**config.mk**
```make
export PLATFORM = sky130hd
export DESIGN_NAME = mdio_cmd_engine
export DESIGN_NICKNAME = d
export VERILOG_FILES = /design/src/rtl/mdio_pkg.sv /design/src/rtl/mdio_clkdiv.sv /design/src/rtl/mdio_frame.sv /design/src/rtl/mdio_cmd_engine.sv
export SDC_FILE = /design/constraint.sdc
export NUM_CORES = 1
export LEC_CHECK = 0
export CAP_MARGIN = 25
export CORE_MARGIN = 4
export CORE_UTILIZATION = 50
export DETAILED_ROUTE_END_ITERATION = 10
export PLACE_DENSITY_LB_ADDON = 0.12
export SLEW_MARGIN = 20
export SYNTH_ARGS = -nofsm -noshare
export SYNTH_HDL_FRONTEND = slang
export SYNTH_SLANG_ARGS = --single-unit
```
**constraint.sdc**
```tcl
create_clock -name clk -period 4.2 [get_ports clk]
set_input_delay 0.84 -clock clk [delete_from_list [all_inputs] [get_ports clk]]
set_output_delay 0.84 -clock clk [all_outputs]
set_load 0.02 [all_outputs]
```
**src/rtl/mdio_pkg.sv**
```systemverilog
package mdio_pkg;

  localparam int FRAME_BITS = 64;
  localparam int IDX_W      = $clog2(FRAME_BITS);
  localparam int TA_POS     = 46;
  localparam int DATA_POS   = 48;
  localparam int DATA_W     = 16;
  localparam int ADDR_W     = 5;

  typedef enum logic [1:0] {
    OP_RSV0  = 2'b00,
    OP_WRITE = 2'b01,
    OP_READ  = 2'b10,
    OP_RSV3  = 2'b11
  } mgmt_op_e;

  typedef struct packed {
    logic [1:0]        op;
    logic [ADDR_W-1:0] phy;
    logic [ADDR_W-1:0] regn;
    logic [DATA_W-1:0] data;
  } mgmt_cmd_t;

  function automatic logic op_is_valid(input logic [1:0] op);
    return (op == OP_WRITE) || (op == OP_READ);
  endfunction

  function automatic logic op_is_read(input logic [1:0] op);
    return op == OP_READ;
  endfunction

  // Whole frame, first bit on the wire in bit 63.
  function automatic logic [FRAME_BITS-1:0] build_frame(input mgmt_cmd_t c);
    logic [1:0]        ta;
    logic [DATA_W-1:0] d;
    ta = op_is_read(c.op) ? 2'b11 : 2'b10;
    d  = op_is_read(c.op) ? '0 : c.data;
    return {32'hFFFF_FFFF, 2'b01, c.op, c.phy, c.regn, ta, d};
  endfunction

  // Output enable for the bit at position idx (0 = first preamble bit).
  function automatic logic drive_bit(input logic rd, input int unsigned idx);
    return !(rd && idx >= TA_POS);
  endfunction

endpackage

```
**src/rtl/mdio_clkdiv.sv**
```systemverilog
module mdio_clkdiv #(
  parameter int DIV_HALF = 25
) (
  input  logic clk,
  input  logic rst_n,
  input  logic run,
  output logic mdc,
  output logic rise_evt,
  output logic fall_evt
);
  localparam int CW = $clog2(DIV_HALF + 1);
  localparam logic [CW-1:0] LAST = CW'(DIV_HALF - 1);

  logic [CW-1:0] cnt;
  logic          mdc_q;
  logic          wrap;

  assign wrap     = run && (cnt == LAST);
  assign rise_evt = wrap && !mdc_q;
  assign fall_evt = wrap && mdc_q;
  assign mdc      = mdc_q;

  always_ff @(posedge clk or negedge rst_n) begin
    if (!rst_n) begin
      cnt   <= '0;
      mdc_q <= 1'b0;
    end else if (!run) begin
      cnt   <= '0;
      mdc_q <= 1'b0;
    end else if (wrap) begin
      cnt   <= '0;
      mdc_q <= ~mdc_q;
    end else begin
      cnt <= cnt + 1'b1;
    end
  end

  // every MDC rising edge comes from a rise event of the divider
  assert_mdc_rise_source_R6: assert property (@(posedge clk) disable iff (!rst_n)
    $rose(mdc_q) |-> $past(rise_evt));

  // the clock stops low when the frame engine is not running
  assert_mdc_stops_low_R6: assert property (@(posedge clk) disable iff (!rst_n)
    !run |=> !mdc_q);

endmodule

```
**src/rtl/mdio_frame.sv**
```systemverilog
module mdio_frame
  import mdio_pkg::*;
(
  input  logic              clk,
  input  logic              rst_n,
  input  logic              start,
  input  mgmt_cmd_t         cmd,
  input  logic              rise_evt,
  input  logic              fall_evt,
  input  logic              mdio_i,
  output logic              active,
  output logic              mdio_o,
  output logic              mdio_oe,
  output logic [DATA_W-1:0] rdata,
  output logic              done
);
  logic [FRAME_BITS-1:0] shreg;
  logic [IDX_W-1:0]      idx;
  logic                  rd_q;
  logic                  last_bit;
  logic                  sample_now;
  logic [IDX_W-1:0]      idx_next;

  assign last_bit   = (idx == IDX_W'(FRAME_BITS - 1));
  assign sample_now = active && rd_q && rise_evt && (idx >= IDX_W'(DATA_POS));
  assign idx_next   = idx + 1'b1;
  assign mdio_o     = shreg[FRAME_BITS-1];

  always_ff @(posedge clk or negedge rst_n) begin
    if (!rst_n) begin
      shreg   <= '0;
      idx     <= '0;
      rd_q    <= 1'b0;
      active  <= 1'b0;
      mdio_oe <= 1'b0;
      done    <= 1'b0;
    end else begin
      done <= 1'b0;
      if (start && !active) begin
        shreg   <= build_frame(cmd);
        idx     <= '0;
        rd_q    <= op_is_read(cmd.op);
        active  <= 1'b1;
        mdio_oe <= 1'b1;
      end else if (active && fall_evt) begin
        if (last_bit) begin
          active  <= 1'b0;
          mdio_oe <= 1'b0;
          done    <= 1'b1;
        end else begin
          idx     <= idx_next;
          shreg   <= {shreg[FRAME_BITS-2:0], 1'b0};
          mdio_oe <= drive_bit(rd_q, int'(idx_next));
        end
      end
    end
  end

  always_ff @(posedge clk or negedge rst_n) begin
    if (!rst_n) begin
      rdata <= '0;
    end else if (start && !active) begin
      rdata <= '0;
    end else if (sample_now) begin
      rdata <= {rdata[DATA_W-2:0], mdio_i};
    end
  end

  // the PHY owns the line during turnaround and data of a read
  assert_release_on_read_R5: assert property (@(posedge clk) disable iff (!rst_n)
    (active && rd_q && idx >= IDX_W'(TA_POS)) |-> !mdio_oe);

  // a frame ends only after its final bit position
  assert_done_after_last_R4: assert property (@(posedge clk) disable iff (!rst_n)
    done |-> $past(last_bit) && !active);

endmodule

```
**src/rtl/mdio_cmd_engine.sv**
```systemverilog
module mdio_cmd_engine
  import mdio_pkg::*;
#(
  parameter int DIV_HALF = 25
) (
  input  logic        clk,
  input  logic        rst_n,
  input  logic        host_wr,
  input  logic [31:0] host_wdata,
  input  logic        irq_ack,
  input  logic        mdio_i,
  output logic [31:0] ctrl_rdata,
  output logic        mgmt_irq,
  output logic        mdc,
  output logic        mdio_o,
  output logic        mdio_oe
);
  localparam int READY_BIT = 28;

  mgmt_cmd_t         cmd_q;
  mgmt_cmd_t         cmd_in;
  logic              ready_q;
  logic              busy_q;
  logic              irq_q;
  logic              accept;
  logic              start;
  logic              frame_done;
  logic              frame_active;
  logic              rise_evt;
  logic              fall_evt;
  logic [DATA_W-1:0] frame_rdata;

  assign cmd_in = mgmt_cmd_t'(host_wdata[27:0]);
  assign accept = host_wr && !busy_q;
  assign start  = accept && op_is_valid(cmd_in.op);

  always_ff @(posedge clk or negedge rst_n) begin
    if (!rst_n) begin
      cmd_q   <= '0;
      ready_q <= 1'b1;
      busy_q  <= 1'b0;
    end else if (accept) begin
      cmd_q   <= cmd_in;
      ready_q <= !op_is_valid(cmd_in.op);
      busy_q  <= op_is_valid(cmd_in.op);
    end else if (frame_done) begin
      ready_q <= 1'b1;
      busy_q  <= 1'b0;
      if (op_is_read(cmd_q.op)) cmd_q.data <= frame_rdata;
    end
  end

  always_ff @(posedge clk or negedge rst_n) begin
    if (!rst_n)          irq_q <= 1'b0;
    else if (frame_done) irq_q <= 1'b1;
    else if (irq_ack)    irq_q <= 1'b0;
  end

  assign ctrl_rdata = {3'b000, ready_q, cmd_q};
  assign mgmt_irq   = irq_q;

  mdio_clkdiv #(.DIV_HALF(DIV_HALF)) u_clkdiv (
    .clk      (clk),
    .rst_n    (rst_n),
    .run      (frame_active),
    .mdc      (mdc),
    .rise_evt (rise_evt),
    .fall_evt (fall_evt)
  );

  mdio_frame u_frame (
    .clk      (clk),
    .rst_n    (rst_n),
    .start    (start),
    .cmd      (cmd_in),
    .rise_evt (rise_evt),
    .fall_evt (fall_evt),
    .mdio_i   (mdio_i),
    .active   (frame_active),
    .mdio_o   (mdio_o),
    .mdio_oe  (mdio_oe),
    .rdata    (frame_rdata),
    .done     (frame_done)
  );

  // a valid command drops ready on the next clock
  assert_ready_drops_R3: assert property (@(posedge clk) disable iff (!rst_n)
    start |=> !ctrl_rdata[READY_BIT]);

  // the bus is quiet whenever no command is pending
  assert_quiet_idle_R6: assert property (@(posedge clk) disable iff (!rst_n)
    !busy_q |-> (!mdc && !mdio_oe));

  // MDIO holds while MDC stays high
  assert_mdio_hold_high_R6: assert property (@(posedge clk) disable iff (!rst_n)
    (mdc && $past(mdc)) |-> $stable(mdio_o));

  // reserved opcodes leave the engine idle and ready
  assert_invalid_no_frame_R7: assert property (@(posedge clk) disable iff (!rst_n)
    (accept && !op_is_valid(cmd_in.op)) |=> (!frame_active && ctrl_rdata[READY_BIT]));

  // writes during a frame do not touch the stored fields
  assert_ignore_busy_R8: assert property (@(posedge clk) disable iff (!rst_n)
    (host_wr && busy_q) |=> $stable(ctrl_rdata[27:16]));

  // completion raises the flag
  assert_irq_on_done_R9: assert property (@(posedge clk) disable iff (!rst_n)
    frame_done |=> mgmt_irq);

endmodule

```
# == Word level (Yosys, flattened, before mapping) ==
# Index checks and enable logic that the tools add are counted.
# classes
n_addsub,2
bitwise_logic,1
reduce_logical,26
mux,32
n_lt_le_gt_ge,2
n_eq_ne,7
# op_table
operator,n
64-bit two-way mux,3
16-bit two-way mux,6
1-bit two-way mux,18
6-bit two-way mux,3
"6-bit >= comparator, second input constant",2
2-bit nonzero test,6
1-bit logical AND,11
5-bit two-way mux,2
"6-bit by 1-bit adder with 6-bit output, second input constant",1
"6-bit == test, second input constant",1
2-bit AND reduction,3
"5-bit by 1-bit adder with 5-bit output, second input constant",1
"5-bit == test, second input constant",1
1-bit logical NOT,5
"2-bit == test, second input constant",2
"2-bit inequality test, second input constant",2
"2-bit by 1-bit == test with 1-bit output, second input constant",1
1-bit logical OR,1
1-bit NOT,1
# totals
out_inout_bits,36
inputBits,37
elab_cells,86
ff_bits,127

# == Logic depth before layout (Yosys ltp) ==
# Gate-level depths: netlist (run 1).
# depth
depth_word,7
depth_mapped,9
mapped_depth_nobuf,7

# == By module ==
# Synthesis (run 1) repeated with hierarchy kept, for this count alone.
# hier_totals
cells_unflattened,483
hier_area_um2,5743.0
# modules_own_cells
module,seq_area_each_um2,area_each_um2,n_inst,cells_each
mdio_frame,2252.2,3893.7,1,359
mdio_cmd_engine,777.0,1536.5,1,95
mdio_clkdiv,150.1,312.8,1,29

# == Worst setup path after synthesis (run 1) ==
# OpenSTA, ideal clock, no wires.
# synth_path
path_type,input port to flip-flop
from,input host_wdata[26]
to,register u_frame.shreg[29]
stages,7
required_ps,4118
path_slack_ps,2025
arrival_time_ps,2093
path_buffers,3
setup_ps,82
cell_sequence,inv_1 -> ha_1 -> or3_1 -> clkbuf_1 -> buf_2 -> buf_2 -> a31oi_1
# synth_between
elab_chain_len,6
word_cells_on_any_way,9
classes_between,eq/ne: 3; mux: 1; reduce/logical: 5
# synth_rtl
item,line_no,text
from (decl),mdio_cmd_engine.sv:9,"input logic [31:0] host_wdata,"
2-bit by 1-bit == test with 1-bit output / 2-bit == test (equally long branches),mdio_pkg.sv:25,return (op == OP_WRITE) || (op == OP_READ);
1-bit logical OR *,mdio_pkg.sv:25,
1-bit logical AND *,mdio_cmd_engine.sv:35,assign start = accept && op_is_valid(cmd_in.op);
1-bit logical AND *,mdio_frame.sv:39,if (start && !active) begin
2-bit inequality test (no source line) / 2-bit nonzero test (equally long branches),--,
2-bit AND reduction (no source line),--,
to (signal assigned),mdio_frame.sv:40,shreg <= build_frame(cmd);
to (signal assigned),mdio_frame.sv:52,"shreg <= {shreg[FRAME_BITS-2:0], 1'b0};"
to (decl),mdio_frame.sv:17,logic [FRAME_BITS-1:0] shreg;
# Mark *: on every way between the ends. The rest lies on a longest branch, timed or not.
# A chain may end at the register's enable or synchronous reset.

# == Worst setup path in the final report (run 1) ==
# layout_path
from,register u_frame.idx[0]
to,register u_frame.idx[2]
# layout_between
elab_chain_len,4
word_cells_on_any_way,7
classes_between,add/sub: 1; eq/ne: 2; mux: 3; reduce/logical: 1
# layout_rtl
item,line_no,text
from (decl),mdio_frame.sv:18,logic [IDX_W-1:0] idx;
from (signal assigned),mdio_frame.sv:51,idx <= idx_next;
6-bit by 1-bit adder with 6-bit output,mdio_frame.sv:26,assign idx_next = idx + 1'b1;
6-bit two-way mux,mdio_frame.sv:46,if (last_bit) begin
6-bit two-way mux,mdio_frame.sv:45,end else if (active && fall_evt) begin
6-bit two-way mux,mdio_frame.sv:39,
# Parallel ways exist; a longest one is shown, timed or not. The select of a mux whose other input is x is not followed.

==> impl_metrics.ini, run 1 <==
[sta]
max_slew_margin_pct = 36.46
fin_skew_ps = 6.508
worstMarginPinSlew_ps = 950.8
min_period_over_period_pct = 63.95
maxSlewViolCount = 0
fmax_ghz = 0.3723
rsz0062_at_grt = false
setup_viol = 0
fin_setup_tns_ps = 0
finalHoldViolCount = 0
finalCriticalPeriod_ps = 2686

[global_route]
busiest_layer = met2
grt_util_met1_pct = 26.66
grt_pass1_vias = 4079
antenna_found_initial = 0
met2_usage_pct = 28.55
grt_first_pass_wirelength_mm = 19.72
overflow = 0
globalRouteMet3Util_pct = 5.401
track_usage_pct = 19.03
grt_max_degree = 71

[clock_network]
cts_setup_buffers = 0
clk_latency_ps = 520
cts_resized = 0
cts_buffers = 17
ctsRootBufferMaster = clkbuf_8
cts_hold_buf = 0
h-tree-depth = 4
cts_tree = yes
clkTransAtPathRegs_ps = 60
clock_sinks = 127
cts_buffer_depth = 2

[floorplanning]
fp.dieH_um = 113.3
ios = 73
dieArea_um2 = 12850
placementRows = 38
die_w_um = 113.3
initial_core_util_pct = 51.19
fp.coreArea_um2 = 10840

[route]
vias = 4180
avgRoutedWirePerCell_um = 14.75
drtIter0Drc = 292
drc = 0
wl_mm = 11.65
ant_nets = 0
post_drt_via_cell_ratio = 5.291
drt_pass1_iterations = 4

[logic_synthesis]
yosysMostFrequentCell = nand2_1
async_reset_ff_share_pct = 100.0
synth_enable_flop_cells = 0
synth_area_leaders = dfrtp_1 (57%), nand2_1 (11%), a21oi_1 (4.5%)
syn_area_um2 = 5549
syn_avg_cell_area_um2 = 9.421
synth_top_area_cell = dfrtp_1
yosys-top-cells-count = nand2_1 (169), dfrtp_1 (126), a21oi_1 (50)
synth_cells = 589
synthDistinctLibCells = 42
seq_area_frac_synth_pct = 57.29
yosys_warnings = 0
ys.flop_type = dfrtp_1
ys_ff_latch = 127
synth_top_cell_area_share_pct = 56.82

[pwr]
p_per_area_nw_per_um2 = 420.4
peakVddDrop_mv = 0.2645
power.leakage_nw = 2.976

[finish]
final_cell_area_um2 = 6833
syn_to_final_growth_pct = 23.13
antenna_cells = 0
nets = 682
multi_input_area_um2 = 2157
seqCellArea_um2 = 3179
drive_gt1_share_pct = 8.923
utilization_pct = 63.03
fillers = 900
layout.cells.non_filler = 790

[worst_setup_path]
cp.required_ps = 4590
worst_ep_arrival_time_ps = 3070
worst_setup_path_start_kind = register
worst-setup-path-type = reg -> reg
worstPathMaxFanout = 55
end_kind = register

[place]
place_area_um2 = 6235
gp_congestion = 0.7650
hpwlAfterDp_mm = 7.330
dp_cells = 758
io_buffers = 65

[run]
cap_viol_max_count = 0

[hold_path]
hold_path.class = in -> async

[run_status]
outcome = complete, no violations
[report_power, final]
part / switching [mW] / total (mW) / internal [mW]
clock network: 0.501 / 1.38 / 0.876
logic: 0.100 / 0.191 / 0.0913
registers: 0.0310 / 1.30 / 1.27
[per-layer routing]
layer	routed length [µm]	vias to the layer above
met1	5612	2034
li1	-	2068
met2	5391	66
met4	130	0
met3	517	12
met5	0	-
[critical path, stage by stage (launching register included)]
cell,delay [ps]
dfrtp_1,440
ha_1,290
and3_1,290
a211oi_4,560
buf_4,570
nand2_1,150
xor2_1,180
nor2_1,60
[stage by stage]
step                setup slack, ps  hold WS, ps  total power, mW
detailed placement            983.8        449.6            1.518
global placement               1035        444.4            1.512
floorplan                      2025        433.4            1.407
CTS                            1472        430.0            2.899
finish                         1514        401.3            2.872
global route                   1251        440.6            2.985
[final cells by class]
cell class,count,share of cell area (%)
Tap cell,140,2.564
Inverter,8,0.4395
Timing Repair Buffer,74,10.84
Clock buffer,22,6.775
Clock inverter,7,1.282
Multi-Input combinational cell,412,31.57
Sequential cell,127,46.53
[cells by family (layout without fill, tap and decap cells)]
family          after synthesis  count (layout)  synth area share [%]
mux                          29              29                 5.479
compound gates              131             131                 13.06
fa+ha+maj                     5               5                 1.127
xor+xnor                      5               5                0.7891
buf+inv                      52             111                 4.284
other cells                   1               3               0.06758
flops                       127             127                 57.29
simple gates                239             239                 17.90
[cells in the final DEF (no fill, tap or decap), drive strengths merged, types with 4 or more instances in the layout]
cell,Yosys,final
nand2,169,169
dfrtp,126,126
clkdlybuf4s50,0,64
a21oi,50,50
o21ai,44,44
nor2,39,39
a31oi,28,28
clkbuf,19,22
mux2i,18,18
mux2,11,11
nand3,10,10
buf,25,10
inv,8,8
ha,5,5
xnor2,4,4
nor2b,4,4
clkinv,0,4
[state kept, by name (all words and copies together), names as in the netlist]
register	count
u_frame.done	1
u_frame.mdio_oe	1
ready_q	1
u_frame.rdata	16
u_clkdiv.mdc	1
busy_q	1
ctrl_rdata	28
u_frame.rd_q	1
u_frame.shreg	64
mgmt_irq	1
u_frame.active	1
u_frame.idx	6
u_clkdiv.cnt	5
[path summary, 6_finish.rpt]
check	endpoint	startpoint	cells past startpoint	slack [ps]
min in group clk	u_frame.shreg[43]	u_frame.shreg[42]	2	460
worst max register to register	u_frame.idx[2]	u_frame.idx[0]	7	1510
worst max-delay path	u_frame.idx[2]	u_frame.idx[0]	7	1510
worst min-delay path	u_clkdiv.cnt[2]	rst_n	1	400
max in group asynchronous	u_frame.shreg[41]	rst_n	2	2950
worst min register to register	u_frame.shreg[43]	u_frame.shreg[42]	2	460
Power figures use the tool's default switching activity.
==> inputs of run 2 (changes only) <==
==> constraint.sdc (replaced) <==
create_clock -name clk -period 2.6 [get_ports clk]
set_input_delay 0.52 -clock clk [delete_from_list [all_inputs] [get_ports clk]]
set_output_delay 0.52 -clock clk [all_outputs]
set_load 0.02 [all_outputs]
==> run 2 against run 1 <==
Design area grew 2.2%. Worst setup slack lost 1100 ps. Flip-flop and latch count is the same. Clock power grew 67%.
==> impl_metrics.ini, run 2 (synthesized netlist as in run 1, its figures left out) <==
[route]
vias = 4307
ant_nets = 0
wl_mm = 12.09
post_drt_via_cell_ratio = 5.364
avgRoutedWirePerCell_um = 15.05
drc = 0
drt_pass1_iterations = 5
drtIter0Drc = 278

[sta]
setup_viol = 0
fmax_ghz = 0.4652
fin_setup_tns_ps = 0
finalCriticalPeriod_ps = 2150
finalHoldViolCount = 0
maxSlewViolCount = 0
min_period_over_period_pct = 82.68
fin_skew_ps = 11.83
max_slew_margin_pct = 62.73
rsz0062_at_grt = false
holdWs_ps = 466.0
worstMarginPinSlew_ps = 559.0

[worst_setup_path]
slowest_stage = clkdlybuf4s50_1
worst_ep_arrival_time_ps = 1630
cp_cell_sequence = clkdlybuf4s50_1
worst-setup-path-type = reg -> out
critical_path_buf_inv_count = 1
worstPathMaxFanout = 2
cp.required_ps = 2080
end_kind = output port
worst-path-stages = 1
worst_setup_path_start_kind = register
max_stage_delay_ps = 600
reg2regPathDepth = 6
path_delay_family = buffers and inverters

[floorplanning]
die_w_um = 113.3
dieArea_um2 = 12850
fp.coreArea_um2 = 10840
ios = 73
initial_core_util_pct = 51.19
placementRows = 38
fp.dieH_um = 113.3

[clock_network]
clkTransAtPathRegs_ps = 60
ctsRootBufferMaster = clkbuf_8
cts_buffers = 17
cts_tree = yes
h-tree-depth = 4
clock_sinks = 127
clk_latency_ps = 510
cts_buffer_depth = 2
cts_hold_buf = 1
cts_setup_buffers = 0
cts_resized = 0

[finish]
mostFrequentLayoutCell = nand2_1
top_register = u_frame.shreg
drive_gt1_share_pct = 10.56
nets = 693
fillers = 893
largest_reg_flops = 64
seqCellArea_um2 = 3179
multi_input_area_um2 = 2157
most-common-layout-cells = nand2_1 (169), dfrtp_1 (126), clkdlybuf4s50_1 (64), a21oi_1 (50), o21ai_0 (40)
antenna_cells = 0
syn_to_final_growth_pct = 25.82

[pwr]
p_per_area_nw_per_um2 = 677.8
switching_power_mw = 1.051
swShare_pct = 22.20
seqPwrFrac_pct = 44.5
comb_power_share_pct = 6.8
clkPwrFrac_pct = 48.8
power.leakage_nw = 3.044
p_int_mw = 3.682
peakVddDrop_mv = 0.3911

[place]
io_buffers = 65
gp_congestion = 0.8085
hpwlAfterDp_mm = 7.969

[hold_path]
holdPathStages = 2
hold_path.class = reg -> reg

[global_route]
track_usage_pct = 20.23
overflow = 0
grt_max_degree = 60
grt_pass1_vias = 4267
grt_first_pass_wirelength_mm = 21.03
antenna_found_initial = 0

[run]
cap_viol_max_count = 0

[run_status]
outcome = complete, no violations
==> run 2: cell types whose count changed in the layout (fill, tap and decap cells not counted) <==
cell | before | now
dlygate4sd3_1 | 0 | 1
clkinvlp_4 | 1 | 3
buf_4 | 8 | 15
bufinv_16 | 2 | 3
clkinv_4 | 0 | 1
buf_12 | 2 | 5
clkbuf_8 | 4 | 2
==> run 2: final timing paths <==
| check | startpoint | slack [ps] | endpoint |
|---|---|---|---|
| max in group asynchronous | rst_n | 1370 | u_frame.shreg[60] |
| min reg2reg | u_frame.shreg[49] | 470 | u_frame.shreg[50] |
| max reg2reg | u_frame.idx[0] | 490 | u_frame.shreg[23] |
| max | ready_q | 450 | ctrl_rdata[28] |
| min in group asynchronous | rst_n | 550 | ctrl_rdata[27] |
| min | u_frame.shreg[49] | 470 | u_frame.shreg[50] |
==> run 2: area by class of cell <==
class	instances	area share, %
clock buffer	20	6.237
clock inverter	11	2.025
inverter	8	0.4301
multi-input combinational	412	30.90
sequential	127	45.54
tap	140	2.509
timing repair buffer	85	12.37
==> run 2: power groups by stage <==
stage	combinational, mW	sequential (mW)	clock [mW]
2_1_floorplan	0.117	2.16	0
3_5_place_dp	0.322	2.14	0
5_1_grt	0.355	2.12	2.45
3_3_place_gp	0.315	2.13	0
6_report	0.321	2.10	2.31
4_1_cts	0.326	2.10	2.35
==> run 2: tightest hold or removal path, delay by kind of cell, from the launching register on <==
family | cells | cell delay [ps]
flops | 1 | 330
simple gates | 2 | 100
==> run 2: per-stage QoR <==
step	worst slack, ps	std cells	utilization (%)	total power, mW	instance area [µm²]
floorplan	744.8	591	-	2.274	5557
global route	312.5	803	64.40	4.923	6982
CTS	419.9	803	64.40	4.780	6982
global placement	170.8	771	58.99	2.449	6395
finish	450.4	803	64.40	4.732	6982
detailed placement	131.7	771	58.99	2.460	6395
==> run 2: metal layers <==
layer	global-route usage, %	wire length (µm)	up-vias
met4	5.689	79	0
met2	31.28	5811	80
li1	-	-	2084
met5	0	0	-
met3	4.652	420	9
met1	28.83	5774	2134
